### config.mk
export PLATFORM = sky130hd
export DESIGN_NAME = sbs_burst_sram
export DESIGN_NICKNAME = d
export VERILOG_FILES = /design/src/rtl/sbs_pkg.sv /design/src/rtl/sbs_ctrl.sv /design/src/rtl/sbs_array.sv /design/src/rtl/sbs_outpipe.sv /design/src/rtl/sbs_burst_sram.sv
export SDC_FILE = /design/constraint.sdc
export NUM_CORES = 2
export LEC_CHECK = 0
export BUFFER_PORTS_ARGS = -buffer_cell sky130_fd_sc_hd__buf_4
export CAP_MARGIN = 20
export CORE_MARGIN = 2
export CORE_UTILIZATION = 60
export CTS_CLUSTER_SIZE = 20
export DETAILED_ROUTE_END_ITERATION = 10
export GPL_TIMING_DRIVEN = 1
export MAX_ROUTING_LAYER = met4
export PLACE_DENSITY = 0.83
export SLEW_MARGIN = 20
export SYNTH_ARGS = -nofsm -noshare
export SYNTH_HDL_FRONTEND = slang
export SYNTH_SLANG_ARGS = --single-unit
### constraint.sdc
create_clock -name clk -period 4.2 [get_ports clk]
set_input_delay 0.84 -clock clk [delete_from_list [all_inputs] [get_ports clk]]
set_output_delay 0.84 -clock clk [all_outputs]
set_load 0.005 [all_outputs]
### src/rtl/sbs_pkg.sv
package sbs_pkg;

    // Width of the burst offset field that the external counter supplies.
    localparam int OFF_W = 2;

    // Kind of access decoded from one sampled cycle.
    typedef enum logic [1:0] {
        OP_IDLE  = 2'd0,
        OP_DESEL = 2'd1,
        OP_READ  = 2'd2,
        OP_WRITE = 2'd3
    } op_e;

    // Sampled strobe and select group.
    typedef struct packed {
        logic sel_n;
        logic sel_hi;
        logic sel_lo_n;
        logic strb_a_n;
        logic strb_b_n;
        logic step_n;
    } ctl_t;

    function automatic logic is_selected(ctl_t c);
        return !c.sel_n && c.sel_hi && !c.sel_lo_n;
    endfunction

    function automatic logic any_strobe(ctl_t c);
        return !c.strb_a_n || !c.strb_b_n;
    endfunction

endpackage

### src/rtl/sbs_ctrl.sv
module sbs_ctrl
    import sbs_pkg::*;
#(
    parameter int ADDR_W = 6,
    parameter int LANES  = 4
) (
    input  logic              clk,
    input  logic              rst,
    input  ctl_t              ctl,
    input  logic [ADDR_W-1:0] addr_i,
    input  logic              all_wr_n,
    input  logic              byte_wr_n,
    input  logic [LANES-1:0]  lane_wr_n,
    input  logic [OFF_W-1:0]  next_off,
    output op_e               op,
    output logic [ADDR_W-1:0] acc_addr,
    output logic [LANES-1:0]  wr_mask,
    output logic [OFF_W-1:0]  cur_off
);

    logic              act_q;
    logic [ADDR_W-1:0] addr_q;
    logic [LANES-1:0]  mask;
    logic              strobe;
    logic              selected;

    always_comb begin
        selected = is_selected(ctl);
        strobe   = any_strobe(ctl);
        if (!all_wr_n)
            mask = '1;
        else if (!byte_wr_n)
            mask = ~lane_wr_n;
        else
            mask = '0;

        op       = OP_IDLE;
        acc_addr = addr_q;
        wr_mask  = '0;
        if (strobe) begin
            if (selected) begin
                acc_addr = addr_i;
                if (ctl.strb_a_n && (|mask)) begin
                    op      = OP_WRITE;
                    wr_mask = mask;
                end else begin
                    op = OP_READ;
                end
            end else begin
                op = OP_DESEL;
            end
        end else if (act_q) begin
            if (!ctl.step_n)
                acc_addr = {addr_q[ADDR_W-1:OFF_W], next_off};
            if (|mask) begin
                op      = OP_WRITE;
                wr_mask = mask;
            end else begin
                op = OP_READ;
            end
        end
    end

    always_ff @(posedge clk) begin
        if (rst) begin
            act_q  <= 1'b0;
            addr_q <= '0;
        end else begin
            if (op == OP_DESEL)
                act_q <= 1'b0;
            else if (strobe)
                act_q <= 1'b1;
            addr_q <= acc_addr;
        end
    end

    assign cur_off = addr_q[OFF_W-1:0];

endmodule

### src/rtl/sbs_array.sv
module sbs_array #(
    parameter int ADDR_W = 6,
    parameter int LANES  = 4,
    parameter int LANE_W = 9
) (
    input  logic                    clk,
    input  logic [ADDR_W-1:0]       addr,
    input  logic [LANES-1:0]        we,
    input  logic                    rd_en,
    input  logic [LANES*LANE_W-1:0] wdata,
    output logic [LANES*LANE_W-1:0] q
);

    localparam int DEPTH = 1 << ADDR_W;

    for (genvar l = 0; l < LANES; l++) begin : g_lane
        logic [LANE_W-1:0] bank [DEPTH];
        logic [LANE_W-1:0] q_l;

        always_ff @(posedge clk) begin
            if (we[l])
                bank[addr] <= wdata[l*LANE_W +: LANE_W];
            if (rd_en)
                q_l <= bank[addr];
        end

        assign q[l*LANE_W +: LANE_W] = q_l;
    end

endmodule

### src/rtl/sbs_outpipe.sv
module sbs_outpipe #(
    parameter int WORD_W = 36
) (
    input  logic              clk,
    input  logic              rst,
    input  logic              rd_issue,
    input  logic              wr_now,
    input  logic [WORD_W-1:0] ram_q,
    input  logic              reg_mode,
    input  logic              oe_n,
    output logic [WORD_W-1:0] data_o,
    output logic              en_o
);

    logic              s1_en;
    logic              s2_en;
    logic [WORD_W-1:0] s2_d;
    logic              stage_en;
    logic [WORD_W-1:0] stage_d;

    always_ff @(posedge clk) begin
        if (rst) begin
            s1_en <= 1'b0;
            s2_en <= 1'b0;
            s2_d  <= '0;
        end else begin
            s1_en <= rd_issue;
            s2_en <= s1_en;
            s2_d  <= ram_q;
        end
    end

    always_comb begin
        stage_en = reg_mode ? s2_en : s1_en;
        stage_d  = reg_mode ? s2_d  : ram_q;
        en_o     = stage_en && !oe_n && !wr_now;
        data_o   = en_o ? stage_d : '0;
    end

endmodule

### src/rtl/sbs_burst_sram.sv
module sbs_burst_sram
    import sbs_pkg::*;
#(
    parameter int ADDR_W = 6,
    parameter int LANES  = 4,
    parameter int LANE_W = 9
) (
    input  logic                    clk,
    input  logic                    rst,
    input  logic [ADDR_W-1:0]       addr_i,
    input  logic                    sel_n_i,
    input  logic                    sel_hi_i,
    input  logic                    sel_lo_n_i,
    input  logic                    strb_a_n_i,
    input  logic                    strb_b_n_i,
    input  logic                    step_n_i,
    input  logic                    all_wr_n_i,
    input  logic                    byte_wr_n_i,
    input  logic [LANES-1:0]        lane_wr_n_i,
    input  logic [LANES*LANE_W-1:0] wdata_i,
    input  logic [OFF_W-1:0]        next_off_i,
    input  logic                    reg_mode_i,
    input  logic                    out_en_n_i,
    output logic [LANES*LANE_W-1:0] rdata_o,
    output logic                    rdata_en_o,
    output logic [OFF_W-1:0]        burst_off_o
);

    localparam int WORD_W = LANES * LANE_W;

    ctl_t              ctl_w;
    op_e               op_w;
    logic [ADDR_W-1:0] acc_addr_w;
    logic [LANES-1:0]  wr_mask_w;
    logic [WORD_W-1:0] ram_q_w;
    logic              rd_issue_w;
    logic              wr_now_w;

    always_comb begin
        ctl_w.sel_n    = sel_n_i;
        ctl_w.sel_hi   = sel_hi_i;
        ctl_w.sel_lo_n = sel_lo_n_i;
        ctl_w.strb_a_n = strb_a_n_i;
        ctl_w.strb_b_n = strb_b_n_i;
        ctl_w.step_n   = step_n_i;
    end

    sbs_ctrl #(.ADDR_W(ADDR_W), .LANES(LANES)) u_ctrl (
        .clk       (clk),
        .rst       (rst),
        .ctl       (ctl_w),
        .addr_i    (addr_i),
        .all_wr_n  (all_wr_n_i),
        .byte_wr_n (byte_wr_n_i),
        .lane_wr_n (lane_wr_n_i),
        .next_off  (next_off_i),
        .op        (op_w),
        .acc_addr  (acc_addr_w),
        .wr_mask   (wr_mask_w),
        .cur_off   (burst_off_o)
    );

    assign rd_issue_w = (op_w == OP_READ);
    assign wr_now_w   = (op_w == OP_WRITE);

    sbs_array #(.ADDR_W(ADDR_W), .LANES(LANES), .LANE_W(LANE_W)) u_array (
        .clk   (clk),
        .addr  (acc_addr_w),
        .we    (wr_mask_w),
        .rd_en (rd_issue_w),
        .wdata (wdata_i),
        .q     (ram_q_w)
    );

    sbs_outpipe #(.WORD_W(WORD_W)) u_out (
        .clk      (clk),
        .rst      (rst),
        .rd_issue (rd_issue_w),
        .wr_now   (wr_now_w),
        .ram_q    (ram_q_w),
        .reg_mode (reg_mode_i),
        .oe_n     (out_en_n_i),
        .data_o   (rdata_o),
        .en_o     (rdata_en_o)
    );

endmodule

==> impl_metrics.tcl <==
set metrics [dict create \
    ff2ff_setup_slack_ns 0.40 \
    fp.dieArea_um2 153000 \
    post_synth_instance_area_um2 90100 \
    layout_area_growth_over_synthesis_pct 16.2 \
    die_height_um 392 \
    fmaxAchievable_ghz 0.244 \
    htreeDepth 4 \
    portion_of_total_power_attributed_to_the_clock_network_pct 39.1 \
    buffer_ports.inserted 98 \
    ir_worst_vdd_v 0.000333 \
    number_of_detailed_routing_iterations_run_before_antenna_repair 11 \
    max_slew_margin_pct 19.8 \
    initial_core_util_pct 60.3 \
    finalNonFillerCells 8212 \
    setup-violations-final 0 \
    cell_area_after_placement_um2 98000 \
    postLayoutCoreUtil_pct 70.1 \
    distinct_cells_synth 66 \
    syn-num-nets 5469 \
    design_area_um2 105000 \
    cts-root-buf "clkbuf_16" \
    setup.worst_path.start_class "input port" \
    pin_count_of_the_biggest_net_entering_global_routing 85 \
    detail_route.vias_per_cell 7.06 \
    share_of_synthesized_area_occupied_by_flip_flops_and_latches_pct 79.0 \
    grt_antenna_before_repair 13 \
    violations "DRC" \
    hp-class "input port to flip-flop" \
    setup.worst_path.end_class "output pin" \
    placed_cells 7808 \
    worst_setup_hold_path_clk_slew_ns 0.06 \
    io_pins 99 \
    most-common-layout-cells "edfxtp_1 (2340), buf_4 (698), a22oi_1 (377)" \
    critical_path.endpoint "rdata_o[10]" \
    fin_crit_ns 4.09 \
    synth-async-reset-ratio_pct 0 \
    swShare_pct 21.6 \
    route.detailed.wl_per_inst_um 31.4 \
    dp_hpwl_um 156000 \
    post_route_cells_drive_above_1_share_pct 17.9 \
    synthesis.yosys.warnings 0 \
    worst_slew_pin_slew_ns 1.20 \
    tritoncts.num_buffers 213 \
    final_nets 6067 \
    placementRows 142 \
    cap_viol_max_count 0 \
    post-route-period-util_pct 97.4 \
    critPathLaunch "lane_wr_n_i[3]" \
    worst_path_class_setup "input port to output pin" \
    power_leakage_nw 34.8 \
    gr_overflow_total 0 \
    power_density_nw_per_um2 456 \
    power.switching_w 0.0103 \
    clock_sink_count 2385 \
    die_x_um 392 \
    power_frac_comb_pct 6.1 \
    grt_use_total_pct 34.3 \
    holdWs_ns 0.459 \
    dominant_synthesized_flop_cell "edfxtp_1" \
    internal_power_w 0.0375 \
    grt_pass1_wl_um 372000 \
    worstSkewPairLatency_ns 0.86 \
    vias_after_detailed_routing 58000 \
    fin_setup_tns_ns 0 \
    postSynthRegisterBits 2385 \
    design.core.area_um2 149000 \
    avgSynthCellArea_um2 16.7 \
    netlist_instances 5409 \
    finClkSkew_ns 0.0389 \
    cp.arrival_ns 3.25 \
    mostFrequentLayoutCell "edfxtp_1" \
    r2r-end "u_array.g_lane[3].q_l[7]" \
    cts_tree "yes" \
    drt.antenna.violating_nets 0 \
    number_of_enable_type_register_cells_in_the_synthesized_netlist 2340 \
    finalWeightedCongestion 0.918 \
    timing.reg2reg.worst_path_depth 9 \
    hold_violations 0 \
    share_seq_of_total_power_pct 54.8 \
    first_global_vias 56200 \
    clock_tree.buffer_depth 3 \
    dr.first_iter.drc_count 11500 \
    route.detailed.drc 1 \
    rsz0062_at_grt "false" \
    timing.final.max_slew_violations 0 \
    regToRegStartpoint "u_ctrl.act_q" \
    crit_required_ns 3.36 \
    drt-total-wl_um 258000 \
    crit_path_max_fanout 15 \
    status "finished, violations left" \
]
## synthesized netlist by cell type, types with 32 or more instances
cell type	instances	share of area, %
o21ai_0	335	1.9
buf_2	101	0.56
and3_1	61	0.42
nor2_1	312	1.3
nand3_1	68	0.38
a22oi_1	379	3.2
a41oi_1	57	0.55
clkbuf_1	238	0.99
nor2b_1	38	0.26
a21oi_1	314	1.7
dfxtp_1	45	1.0
edfxtp_1	2340	78
buf_1	46	0.19
o22ai_1	67	0.47
mux2i_1	333	3.7
a31oi_1	129	0.90
nand2_1	137	0.57
or3_1	32	0.22
a221oi_1	74	0.72
a222oi_1	131	1.5
or4_1	35	0.29
## kinds of logic after synthesis
logic type | share of synthesized area, %
DFF | 79.0
muxes | 3.77
and+or+nand+nor | 3.67
buffers and inverters | 1.85
AOI/OAI and AO/OA | 11.7
## worst max-delay path: stages
cell and delay, ns:
buf_4 0.08, a41oi_1 0.11, nor2b_1 0.69, o22ai_1 0.38, a211o_4 0.57, buf_4 0.27
nor2_1 0.15, buf_4 0.13
## power groups by stage
stage                     Clock, W  Combinational [W]  Sequential, W
after global routing        0.0196            0.00299         0.0262
after CTS                   0.0187            0.00281         0.0262
final                       0.0187            0.00290         0.0262
after detailed placement         0            0.00276         0.0267
after global placement           0            0.00266         0.0267
after floorplan                  0            0.00128         0.0267
## per-stage QoR
stage	worst slack (ns)	total power [W]
3_3_place_gp	-0.370	0.0293
5_1_grt	0.138	0.0487
2_1_floorplan	0.316	0.0280
3_5_place_dp	-0.389	0.0294
4_1_cts	0.115	0.0477
6_report	0.109	0.0478
## flip-flops by register name (all words and copies together) (netlist names)
register	cells
u_array.g_lane.bank	2304
u_out.s1_en	1
u_out.s2_en	1
u_ctrl.act_q	1
u_ctrl.addr_q	6
u_array.g_lane.q_l	36
u_out.s2_d	36
## how the worst min path moves through the flow
stage / cells past startpoint / slack [ns] / from / to
floorplan: 1 / 0.44 / u_out.s1_en / u_out.s2_en
global placement: 1 / 0.44 / u_out.s1_en / u_out.s2_en
detailed placement: 1 / 0.47 / u_out.s1_en / u_out.s2_en
CTS: 3 / 0.41 / addr_i[5] / u_ctrl.addr_q[5]
global route: 3 / 0.49 / addr_i[5] / u_ctrl.addr_q[5]
finish: 3 / 0.46 / addr_i[5] / u_ctrl.addr_q[5]
## repair_timing
| action | CTS | global route |
|---|---|---|
| setup buffers | 0 | 0 |
| gates resized for setup | 0 | 1 |
| hold buffers | 0 | 0 |
| hold endpoints to repair | 0 | 0 |
| endpoints found under the setup margin | 0 | 10 |
## routing by layer
layer	vias up	wire, µm	global-route usage (%)
met5	-	0	-
li1	23200	-	-
met2	5644	119000	51.6
met1	28100	83600	42.8
met4	0	16500	18.4
met3	1076	39100	9.57
## area by class of cell
cell class                      count  area, µm²
Sequential cell                  2385      71200
Fill cell                        8460      44700
Multi-Input combinational cell   2627      17500
Timing Repair Buffer              778       6830
Clock buffer                      284       5760
Tap cell                         2016       2520
Clock inverter                    106        858
Antenna cell                       14       35.0
Inverter                            2       7.51
No activity file was read; power rests on OpenSTA's default activity.
